### config.mk
export PLATFORM = sky130hd
export DESIGN_NAME = adc_seq_ctrl
export DESIGN_NICKNAME = d
export VERILOG_FILES = /design/src/rtl/adc_seq_pkg.sv /design/src/rtl/adc_rst_sync.sv /design/src/rtl/adc_trig_sel.sv /design/src/rtl/adc_tad_counter.sv /design/src/rtl/adc_sar_core.sv /design/src/rtl/adc_seq_ctrl.sv
export SDC_FILE = /design/constraint.sdc
export NUM_CORES = 1
export LEC_CHECK = 0
export BUFFER_PORTS_ARGS = -buffer_cell sky130_fd_sc_hd__buf_2
export CORE_UTILIZATION = 46
export CTS_CLUSTER_DIAMETER = 60
export DETAILED_ROUTE_END_ITERATION = 12
export GPL_TIMING_DRIVEN = 0
export PLACE_DENSITY = 0.7
export SETUP_SLACK_MARGIN = 0.05
export SLEW_MARGIN = 30
export SYNTH_ARGS = -nofsm -noshare
export SYNTH_HDL_FRONTEND = slang
export SYNTH_SLANG_ARGS = --single-unit
### constraint.sdc
create_clock -name clk -period 2.2 [get_ports clk]
set_clock_uncertainty 0.1 [all_clocks]
set_input_delay 0.11 -clock clk [delete_from_list [all_inputs] [get_ports clk]]
set_output_delay 0.11 -clock clk [all_outputs]
set_load 0.02 [all_outputs]
### src/rtl/adc_seq_pkg.sv
package adc_seq_pkg;

  typedef enum logic [1:0] {
    ST_IDLE = 2'd0,
    ST_ACQ  = 2'd1,
    ST_CONV = 2'd2,
    ST_WAIT = 2'd3
  } seq_state_t;

  // Acquisition code to tick count: steps of 2 up to code 4, then steps of 4.
  function automatic int unsigned acq_tads(input int unsigned code);
    if (code <= 32'd4) return 2 * code;
    else               return 4 * (code - 2);
  endfunction

endpackage

### src/rtl/adc_rst_sync.sv
module adc_rst_sync (
  input  logic clk,
  input  logic rst_n,
  output logic rst_sync_n
);
  logic meta_q;

  always_ff @(posedge clk or negedge rst_n) begin
    if (!rst_n) begin
      meta_q     <= 1'b0;
      rst_sync_n <= 1'b0;
    end else begin
      meta_q     <= 1'b1;
      rst_sync_n <= meta_q;
    end
  end
endmodule

### src/rtl/adc_trig_sel.sv
module adc_trig_sel #(
  parameter int unsigned TRIG_N = 4,
  parameter int unsigned TSEL_W = 2
) (
  input  logic [TRIG_N-1:0] trig_in,
  input  logic [TSEL_W-1:0] sel,
  output logic              hit
);
  logic [TRIG_N-1:0] gated;

  for (genvar k = 0; k < TRIG_N; k++) begin : g_src
    assign gated[k] = trig_in[k] && (sel == TSEL_W'(k));
  end

  assign hit = |gated;
endmodule

### src/rtl/adc_tad_counter.sv
module adc_tad_counter #(
  parameter int unsigned CNT_W = 5
) (
  input  logic             clk,
  input  logic             rst_n,
  input  logic             load,
  input  logic [CNT_W-1:0] load_val,
  input  logic             tick,
  output logic             expire
);
  logic [CNT_W-1:0] cnt_q, cnt_d;

  always_comb begin
    cnt_d = cnt_q;
    if (load)                           cnt_d = load_val;
    else if (tick && (cnt_q != '0))     cnt_d = cnt_q - CNT_W'(1);
  end

  always_ff @(posedge clk or negedge rst_n) begin
    if (!rst_n) cnt_q <= '0;
    else        cnt_q <= cnt_d;
  end

  assign expire = tick && (cnt_q == CNT_W'(1));
endmodule

### src/rtl/adc_sar_core.sv
module adc_sar_core #(
  parameter int unsigned RES_W = 12
) (
  input  logic             clk,
  input  logic             rst_n,
  input  logic             init,
  input  logic             step,
  input  logic             cmp,
  output logic [RES_W-1:0] trial,
  output logic             last,
  output logic [RES_W-1:0] final_code
);
  localparam logic [RES_W-1:0] TOP_BIT = {1'b1, {(RES_W-1){1'b0}}};

  logic [RES_W-1:0] code_q, code_d;
  logic [RES_W-1:0] mask_q, mask_d;
  logic [RES_W-1:0] kept;

  assign kept = cmp ? code_q : (code_q & ~mask_q);

  always_comb begin
    code_d = code_q;
    mask_d = mask_q;
    if (init) begin
      code_d = TOP_BIT;
      mask_d = TOP_BIT;
    end else if (step) begin
      code_d = kept | (mask_q >> 1);
      mask_d = mask_q >> 1;
    end
  end

  always_ff @(posedge clk or negedge rst_n) begin
    if (!rst_n) begin
      code_q <= '0;
      mask_q <= '0;
    end else begin
      code_q <= code_d;
      mask_q <= mask_d;
    end
  end

  assign trial      = code_q;
  assign last       = mask_q[0];
  assign final_code = kept;
endmodule

### src/rtl/adc_seq_ctrl.sv
module adc_seq_ctrl
  import adc_seq_pkg::*;
#(
  parameter int unsigned RES_W     = 12,
  parameter int unsigned OUT_W     = 16,
  parameter int unsigned TRIG_N    = 4,
  parameter int unsigned TSEL_W    = 2,
  parameter int unsigned ACQ_W     = 3,
  parameter int unsigned CNT_W     = 5,
  parameter int unsigned WAIT_TADS = 2
) (
  input  logic                      clk,
  input  logic                      rst_n,
  input  logic                      cfg_we,
  input  logic [ACQ_W+TSEL_W+1:0]   cfg_wdata,
  input  logic                      res_we,
  input  logic [OUT_W-1:0]          res_wdata,
  input  logic [TRIG_N-1:0]         trig_in,
  input  logic                      tad_tick,
  input  logic                      cmp_in,
  output logic                      en_o,
  output logic                      busy_o,
  output logic                      sample_on,
  output logic [RES_W-1:0]          dac_code,
  output logic [OUT_W-1:0]          result,
  output logic                      done
);
  localparam int unsigned BIT_EN   = 0;
  localparam int unsigned BIT_GO   = 1;
  localparam int unsigned ACQ_LSB  = 2;
  localparam int unsigned TSEL_LSB = ACQ_LSB + ACQ_W;
  localparam int unsigned PAD_W    = OUT_W - RES_W;

  logic rst_i_n;

  adc_rst_sync u_rst (
    .clk        (clk),
    .rst_n      (rst_n),
    .rst_sync_n (rst_i_n)
  );

  // Control fields
  logic              en_q, en_d;
  logic [ACQ_W-1:0]  acq_q, acq_d;
  logic [TSEL_W-1:0] tsel_q, tsel_d;
  seq_state_t        state_q, state_d;
  logic [OUT_W-1:0]  res_q, res_d;
  logic              done_q, done_d;

  logic wr_en, wr_go;
  assign wr_en = cfg_wdata[BIT_EN];
  assign wr_go = cfg_wdata[BIT_GO];

  always_comb begin
    en_d   = en_q;
    acq_d  = acq_q;
    tsel_d = tsel_q;
    if (cfg_we) begin
      en_d   = wr_en;
      acq_d  = cfg_wdata[ACQ_LSB +: ACQ_W];
      tsel_d = cfg_wdata[TSEL_LSB +: TSEL_W];
    end
  end

  // Start qualification
  logic trig_hit;

  adc_trig_sel #(.TRIG_N(TRIG_N), .TSEL_W(TSEL_W)) u_trig (
    .trig_in (trig_in),
    .sel     (tsel_q),
    .hit     (trig_hit)
  );

  logic in_idle, in_busy, sw_go, hw_go, go, abort;
  logic [CNT_W-1:0] acq_len;

  assign in_idle = (state_q == ST_IDLE);
  assign in_busy = (state_q == ST_ACQ) || (state_q == ST_CONV);
  assign sw_go   = cfg_we && wr_go && wr_en && en_q && in_idle;
  assign hw_go   = trig_hit && en_q && in_idle && !(cfg_we && !wr_en);
  assign go      = sw_go || hw_go;
  assign abort   = in_busy && cfg_we && (!wr_go || !wr_en);
  assign acq_len = CNT_W'(acq_tads(32'(acq_d)));

  // Shared tick counter: acquisition length and post-conversion wait
  logic             cnt_load, cnt_expire;
  logic [CNT_W-1:0] cnt_val;
  logic             sar_init, sar_step, sar_last, conv_fin;
  logic [RES_W-1:0] sar_trial, sar_final;

  assign conv_fin = sar_step && sar_last;
  assign cnt_load = go || abort || conv_fin;
  assign cnt_val  = go ? acq_len : CNT_W'(WAIT_TADS);

  adc_tad_counter #(.CNT_W(CNT_W)) u_cnt (
    .clk      (clk),
    .rst_n    (rst_i_n),
    .load     (cnt_load),
    .load_val (cnt_val),
    .tick     (tad_tick),
    .expire   (cnt_expire)
  );

  assign sar_init = (go && (acq_len == '0)) ||
                    ((state_q == ST_ACQ) && cnt_expire && !abort);
  assign sar_step = (state_q == ST_CONV) && tad_tick && !abort;

  adc_sar_core #(.RES_W(RES_W)) u_sar (
    .clk        (clk),
    .rst_n      (rst_i_n),
    .init       (sar_init),
    .step       (sar_step),
    .cmp        (cmp_in),
    .trial      (sar_trial),
    .last       (sar_last),
    .final_code (sar_final)
  );

  // Sequencer next state
  always_comb begin
    state_d = state_q;
    unique case (state_q)
      ST_IDLE: if (go) state_d = (acq_len == '0) ? ST_CONV : ST_ACQ;
      ST_ACQ: begin
        if (abort)           state_d = ST_WAIT;
        else if (cnt_expire) state_d = ST_CONV;
      end
      ST_CONV: begin
        if (abort || conv_fin) state_d = ST_WAIT;
      end
      ST_WAIT: if (cnt_expire) state_d = ST_IDLE;
      default: state_d = ST_IDLE;
    endcase
  end

  always_comb begin
    res_d  = res_q;
    done_d = conv_fin;
    if (conv_fin)    res_d = {{PAD_W{1'b0}}, sar_final};
    else if (res_we) res_d = res_wdata;
  end

  always_ff @(posedge clk or negedge rst_i_n) begin
    if (!rst_i_n) begin
      en_q    <= 1'b0;
      acq_q   <= '0;
      tsel_q  <= '0;
      state_q <= ST_IDLE;
      res_q   <= '0;
      done_q  <= 1'b0;
    end else begin
      en_q    <= en_d;
      acq_q   <= acq_d;
      tsel_q  <= tsel_d;
      state_q <= state_d;
      res_q   <= res_d;
      done_q  <= done_d;
    end
  end

  assign en_o      = en_q;
  assign busy_o    = in_busy;
  assign sample_on = en_q && (in_idle || (state_q == ST_ACQ));
  assign dac_code  = sar_trial;
  assign result    = res_q;
  assign done      = done_q;
endmodule

Word-level counts from Yosys, hierarchy flattened

Cells that the tools add are included.

$add $sub $neg: 2
$mul: 0
Div/mod/pow operators: 0
Magnitude comparators: 1
Equality and inequality tests: 11
Shifts and indexed selects: 0
Muxes and demuxes: 19
Bitwise operators: 3
Reduce and logical (&&, ||, !) cells: 44

Operators with widths:

| cell                | count |
|---|---|
| $mux 12             | 5 |
| $mux 16             | 2 |
| $logic_and 1x1->1   | 23 |
| $mux 5              | 4 |
| $and 12x12->12      | 1 |
| $mux 2              | 6 |
| $not 12->12         | 1 |
| $or 12x11->12       | 1 |
| $eq 2x2->1 const B  | 4 |
| $logic_or 1x1->1    | 8 |
| $pmux 2 s4          | 1 |
| $reduce_bool 2->1   | 3 |
| $eq 5x1->1 const B  | 1 |
| $logic_not 5->1     | 1 |
| $reduce_bool 5->1   | 1 |
| $sub 5x1->5 const B | 1 |
| $eq 2x1->1 const B  | 2 |
| $logic_not 1->1     | 4 |
| $logic_not 2->1     | 2 |
| $ne 2x1->1 const B  | 2 |
| $reduce_and 4->1    | 1 |
| $reduce_or 4->1     | 1 |
| $le 3x3->1 const B  | 1 |
| $mux 3              | 1 |
| other kinds (3)     | 3 |

Flip-flop bits (word level): 56
Bits in latches: 0
RAM bits: 0
Memory bits (read-only): 0
Word-level logic and storage cells: 91
Memories kept: 0

Depth between registers and ports, before layout

Depth in word-level cells: 10
Depth in mapped cells: 8
Depth with buffers taken out: 7

Hierarchy

A second synthesis with hierarchy kept.

Cell total of the unflattened synthesis: 264
Area, all modules: 2835.2 µm²

Modules (own cells, without submodules):

| module          | instances | cells an instance | area each (µm²) | seq. area each (µm²) |
|---|---|---|---|---|
| adc_seq_ctrl    | 1         | 120               | 1315.0          | 625.6 |
| adc_sar_core    | 1         | 105               | 1107.3          | 600.6 |
| adc_tad_counter | 1         | 35                | 336.6           | 125.1 |
| adc_rst_sync    | 1         | 3                 | 53.8            | 50.0 |
| adc_trig_sel    | 1         | 1                 | 22.5            | 0.0 |

Least setup slack after synthesis

No wires, ideal clock.

Kind: reg2reg
Start point: register tsel_q[0]
End point: register u_sar.code_q[0], in the netlist u_sar.trial[0]
Library setup time: 77 ps
Data arrival time: 1780 ps
Setup slack: 243 ps
Stages on the path, launching flop included: 8
Path buffers: 2
Period minus slack after synthesis: 1957 ps
Cells stage by stage: dfrtp_1 mux4_2 a2bb2oi_2 and3_4 buf_6 a32o_2 buf_6 a21oi_1

Word-level cells in the longest chain between the ends: 10

Ends and longest elaborated chain:

| what                                                | RTL line            | RTL |
|---|---|---|
| from (decl)                                         | adc_seq_ctrl.sv:45  | `logic [TSEL_W-1:0] tsel_q, tsel_d;` |
| from (signal assigned)                              | adc_seq_ctrl.sv:154 | `tsel_q <= tsel_d;` |
| $eq 2x1->1, or another cell as far along            | adc_trig_sel.sv:12  | `assign gated[k] = trig_in[k] && (sel == TSEL_W'(k));` |
| $logic_and 1x1->1                                   | adc_trig_sel.sv:12  |  |
| $reduce_or 4->1 *                                   | adc_trig_sel.sv:15  | `assign hit = \|gated;` |
| $logic_and 1x1->1 * (3 in series)                   | adc_seq_ctrl.sv:80  | `assign hw_go = trig_hit && en_q && in_idle && !(cfg_we && !wr_en);` |
| $logic_or 1x1->1 *                                  | adc_seq_ctrl.sv:81  | `assign go = sw_go \|\| hw_go;` |
| $logic_and 1x1->1 *                                 | adc_seq_ctrl.sv:104 | `assign sar_init = (go && (acq_len == '0)) \|\|` |
| $logic_or 1x1->1 *                                  | adc_seq_ctrl.sv:104 |  |
| $mux 12 / $reduce_bool 2->1 (equally long branches) | -                   |  |
| to (signal assigned)                                | adc_sar_core.sv:38  | `code_q <= code_d;` |
| to (decl)                                           | adc_sar_core.sv:15  | `logic [RES_W-1:0] code_q, code_d;` |

Mark *: on every way between the ends. The rest lies on a longest branch, timed or not.
A chain may end at the register's enable or synchronous reset.

Worst setup path after layout

Start point: register tsel_q[0]
End point: register u_sar.code_q[1], in the netlist u_sar.trial[1]

The elaborated chain is that of the path after synthesis.

==> impl_metrics.ini <==
[logic_synthesis]
synth_area_um2 = 2750
yosysUniqueCellTypes = 44
synth-seq-area-share_pct = 51.0
synth_async_sr_flop_share_pct = 100
yosysWarnings = 0
ys.flop_type = dfrtp_1
synth_seq_cells = 56
avgSynthCellArea_um2 = 10.1
synth-edff-count = 0
syn-num-nets = 312
synthCells = 272

[clocking]
cts-root-buf = clkbuf_8
clk_pin_slew_ps = 100
cts_tree = built
cts_buffers = 5
ctsLongestPathBuffers = 2
clock_sink_count = 56
htreeDepth = 2
clk-insertion-delay-late_ps = 310

[die]
pin_count = 65
die_area_um2 = 6290
core_region_area_um2 = 5640
die_y_um = 79.3
die_width_um = 79.3
initial_utilization_pct = 48.7
rows = 27

[routing]
wl_um = 5940
ant_nets = 0
drtPass1Iterations = 4
wire_per_inst_um = 13.9
num_vias = 2252
drc_errors = 0
drtIter0Drc = 128
viasPerCell = 5.26

[global_routing]
grt_pass1_wl_um = 9940
grt_pass1_vias = 2095
grt_start_max_net_pins = 29
antenna_found_initial = 0
grt_use_total_pct = 20.6
grt_overflow_total = 0

[cells_and_area]
finish.net_count = 396
final_layout_size_suffix_gt1_share_pct = 27.5
syn_to_final_growth_pct = 24.6
stdcell_count = 428
layout_common_cells = buf_2 (62), dfrtp_1 (55), nand2_1 (36), o21ai_0 (27), mux2i_1 (26)
mostFrequentLayoutCell = buf_2
diodes = 0

[setup_path]
critPathMostFrequentCell = buf_6
critPathRequiredTime_ps = 2330
crit_family = compound AO/OA/AOI/OAI gates
path_cells = mux4_2, a2bb2oi_4, and3_4, buf_6, a32o_2, buf_6, a21oi_1
crit-reg2reg-launch = tsel_q[0]$_DFFE_PN0P_
endpoint_kind = flop
path_class = reg2reg
critPathLaunchType = flop
ff2ff_setup_slack_ps = 80
crit_slowest_cell = mux4_2
reg2reg_to = u_sar.trial[1]$_DFFE_PN0P_
worst-path-buf-inv = 2
reg2regPathDepth = 7
slowest_delay_ps = 530
crit_arrival_ps = 2240
cp_max_fo = 10

[sta]
fmaxAchievable_ghz = 0.473
slew_viol_final = 0
setup_violations = 0
tightest_slew_ps = 687
min_period_over_period_pct = 96.2
period_minus_slack_ps = 2120
max_slew_margin_pct = 54.2
setup_ws_ps = 84.7
finalHoldViolCount = 0
rsz0062_at_grt = yes
timing.hold.ws_ps = 7.13

[worst_hold_path]
min_to = result[1]$_DFFE_PN0P_
hold_depth = 3
worstHoldPathType = in2reg
hold_start = res_wdata[1]

[placed_design]
preCtsSetupSlack_ps = 103
post-place-cells = 407
dpl.hpwl_um = 4340
gp_congestion = 0.805
io_buffers = 62

[run_status]
status = finished, final reports clean

[pwr]
p_leak_uw = 0.00170
vdd_drop_max_v = 0.000433
p_per_area_nw_per_um2 = 915

[job]
cap_violations = 0
per-layer routing:
metal  GRT usage (%)  vias to the layer above  wire length, um
met3            4.02                        4              236
li1                -                     1112                -
met1            30.1                     1082             2810
met2            31.1                       54             2860
met4            5.82                        0               38
met5               0                        -                0
logic make-up after synthesis:
| group | synth area share, % |
|---|---|
| buffers and inverters | 5.87 |
| other | 0.136 |
| AND/OR/NAND/NOR | 11.3 |
| adder cells (fa/ha/maj) | 3.19 |
| multiplexers | 12.8 |
| AO/OA/AOI/OAI | 15.1 |
| XOR/XNOR | 0.638 |
| flip-flops | 51.0 |
flip-flops by register name, indices dropped and copies added, names as in the netlist:
name	cells
done	1
u_cnt.cnt_q	5
result	16
tsel_q	2
u_sar.mask_q	12
state_q	2
acq_q	3
u_sar.trial	12
u_rst.rst_sync_n	1
en_o	1
u_rst.meta_q	1
Yosys cell counts, drive strengths merged (2+ instances only):
library cell | instances | share of area (%)
mux2 | 6 | 2.5
buf | 6 | 1.8
clkbuf | 7 | 1.3
mux2i | 26 | 9.5
nand3 | 7 | 1.3
nor3 | 5 | 0.91
nand2b | 3 | 0.68
o22ai | 2 | 0.46
a31oi | 2 | 0.46
a21oi | 26 | 4.7
nand2 | 36 | 4.9
nor2 | 11 | 1.5
ha | 7 | 3.2
dfrtp | 56 | 51
o31ai | 2 | 0.55
inv | 20 | 2.7
and2 | 2 | 0.50
o21ai | 27 | 4.9
worst register-to-register path: cells and delay by family, from the launching register on:
kind                   cells  cell delay, ps
AO/OA/AOI/OAI              3             580
multiplexers               1             530
flip-flops                 1             380
buffers and inverters      2             290
AND/OR/NAND/NOR            1             170
final cells by class:
cell class                      count  area, um2
Tap cell                           72       90.1
Timing Repair Buffer               77        469
Inverter                           20       75.1
Buffer                             13       91.3
Sequential cell                    56       1410
Multi-Input combinational cell    183       1210
Fill cell                         485       2220
Clock inverter                      2       12.5
Clock buffer                        5       68.8
power by group:
group	switching, uW	internal (uW)	total (uW)
logic	708	511	1220
clock network	318	216	535
registers	154	1230	1380
total	1180	1950	3130
worst max-delay path by stage:
stage / startpoint / to / depth (start not counted)
after global routing: tsel_q[0]$_DFFE_PN0P_ / u_sar.mask_q[0]$_DFFE_PN0P_ / 7
after detailed placement: tsel_q[0]$_DFFE_PN0P_ / u_sar.trial[8]$_DFFE_PN0P_ / 7
after global placement: u_rst.rst_sync_n$_DFF_PN0_ / result[13]$_DFFE_PN0P_ / 0
after CTS: tsel_q[0]$_DFFE_PN0P_ / u_sar.trial[1]$_DFFE_PN0P_ / 7
final: tsel_q[0]$_DFFE_PN0P_ / u_sar.trial[1]$_DFFE_PN0P_ / 7
after floorplan: tsel_q[0]$_DFFE_PN0P_ / u_sar.trial[0]$_DFFE_PN0P_ / 7
stage by stage:
step / cell area, um2 / util (%) / total power (uW) / setup TNS, ps
after floorplan: 2750 / - / 2230 / 0
after global placement: 3150 / 55.8 / 2520 / -10390
after detailed placement: 3170 / 56.2 / 2570 / 0
after CTS: 3360 / 59.6 / 3120 / 0
after global routing: 3420 / 60.7 / 3380 / 0
final: 3420 / 60.7 / 3130 / 0
repair_timing:
action                     in CTS  in global routing
hold buffers                   11                  1
hold endpoints to repair       11                  1
buffers inserted                0                  1
gates resized for setup         0                 11
setup endpoints to repair       0                 31
(Power assumes the default switching activity.)
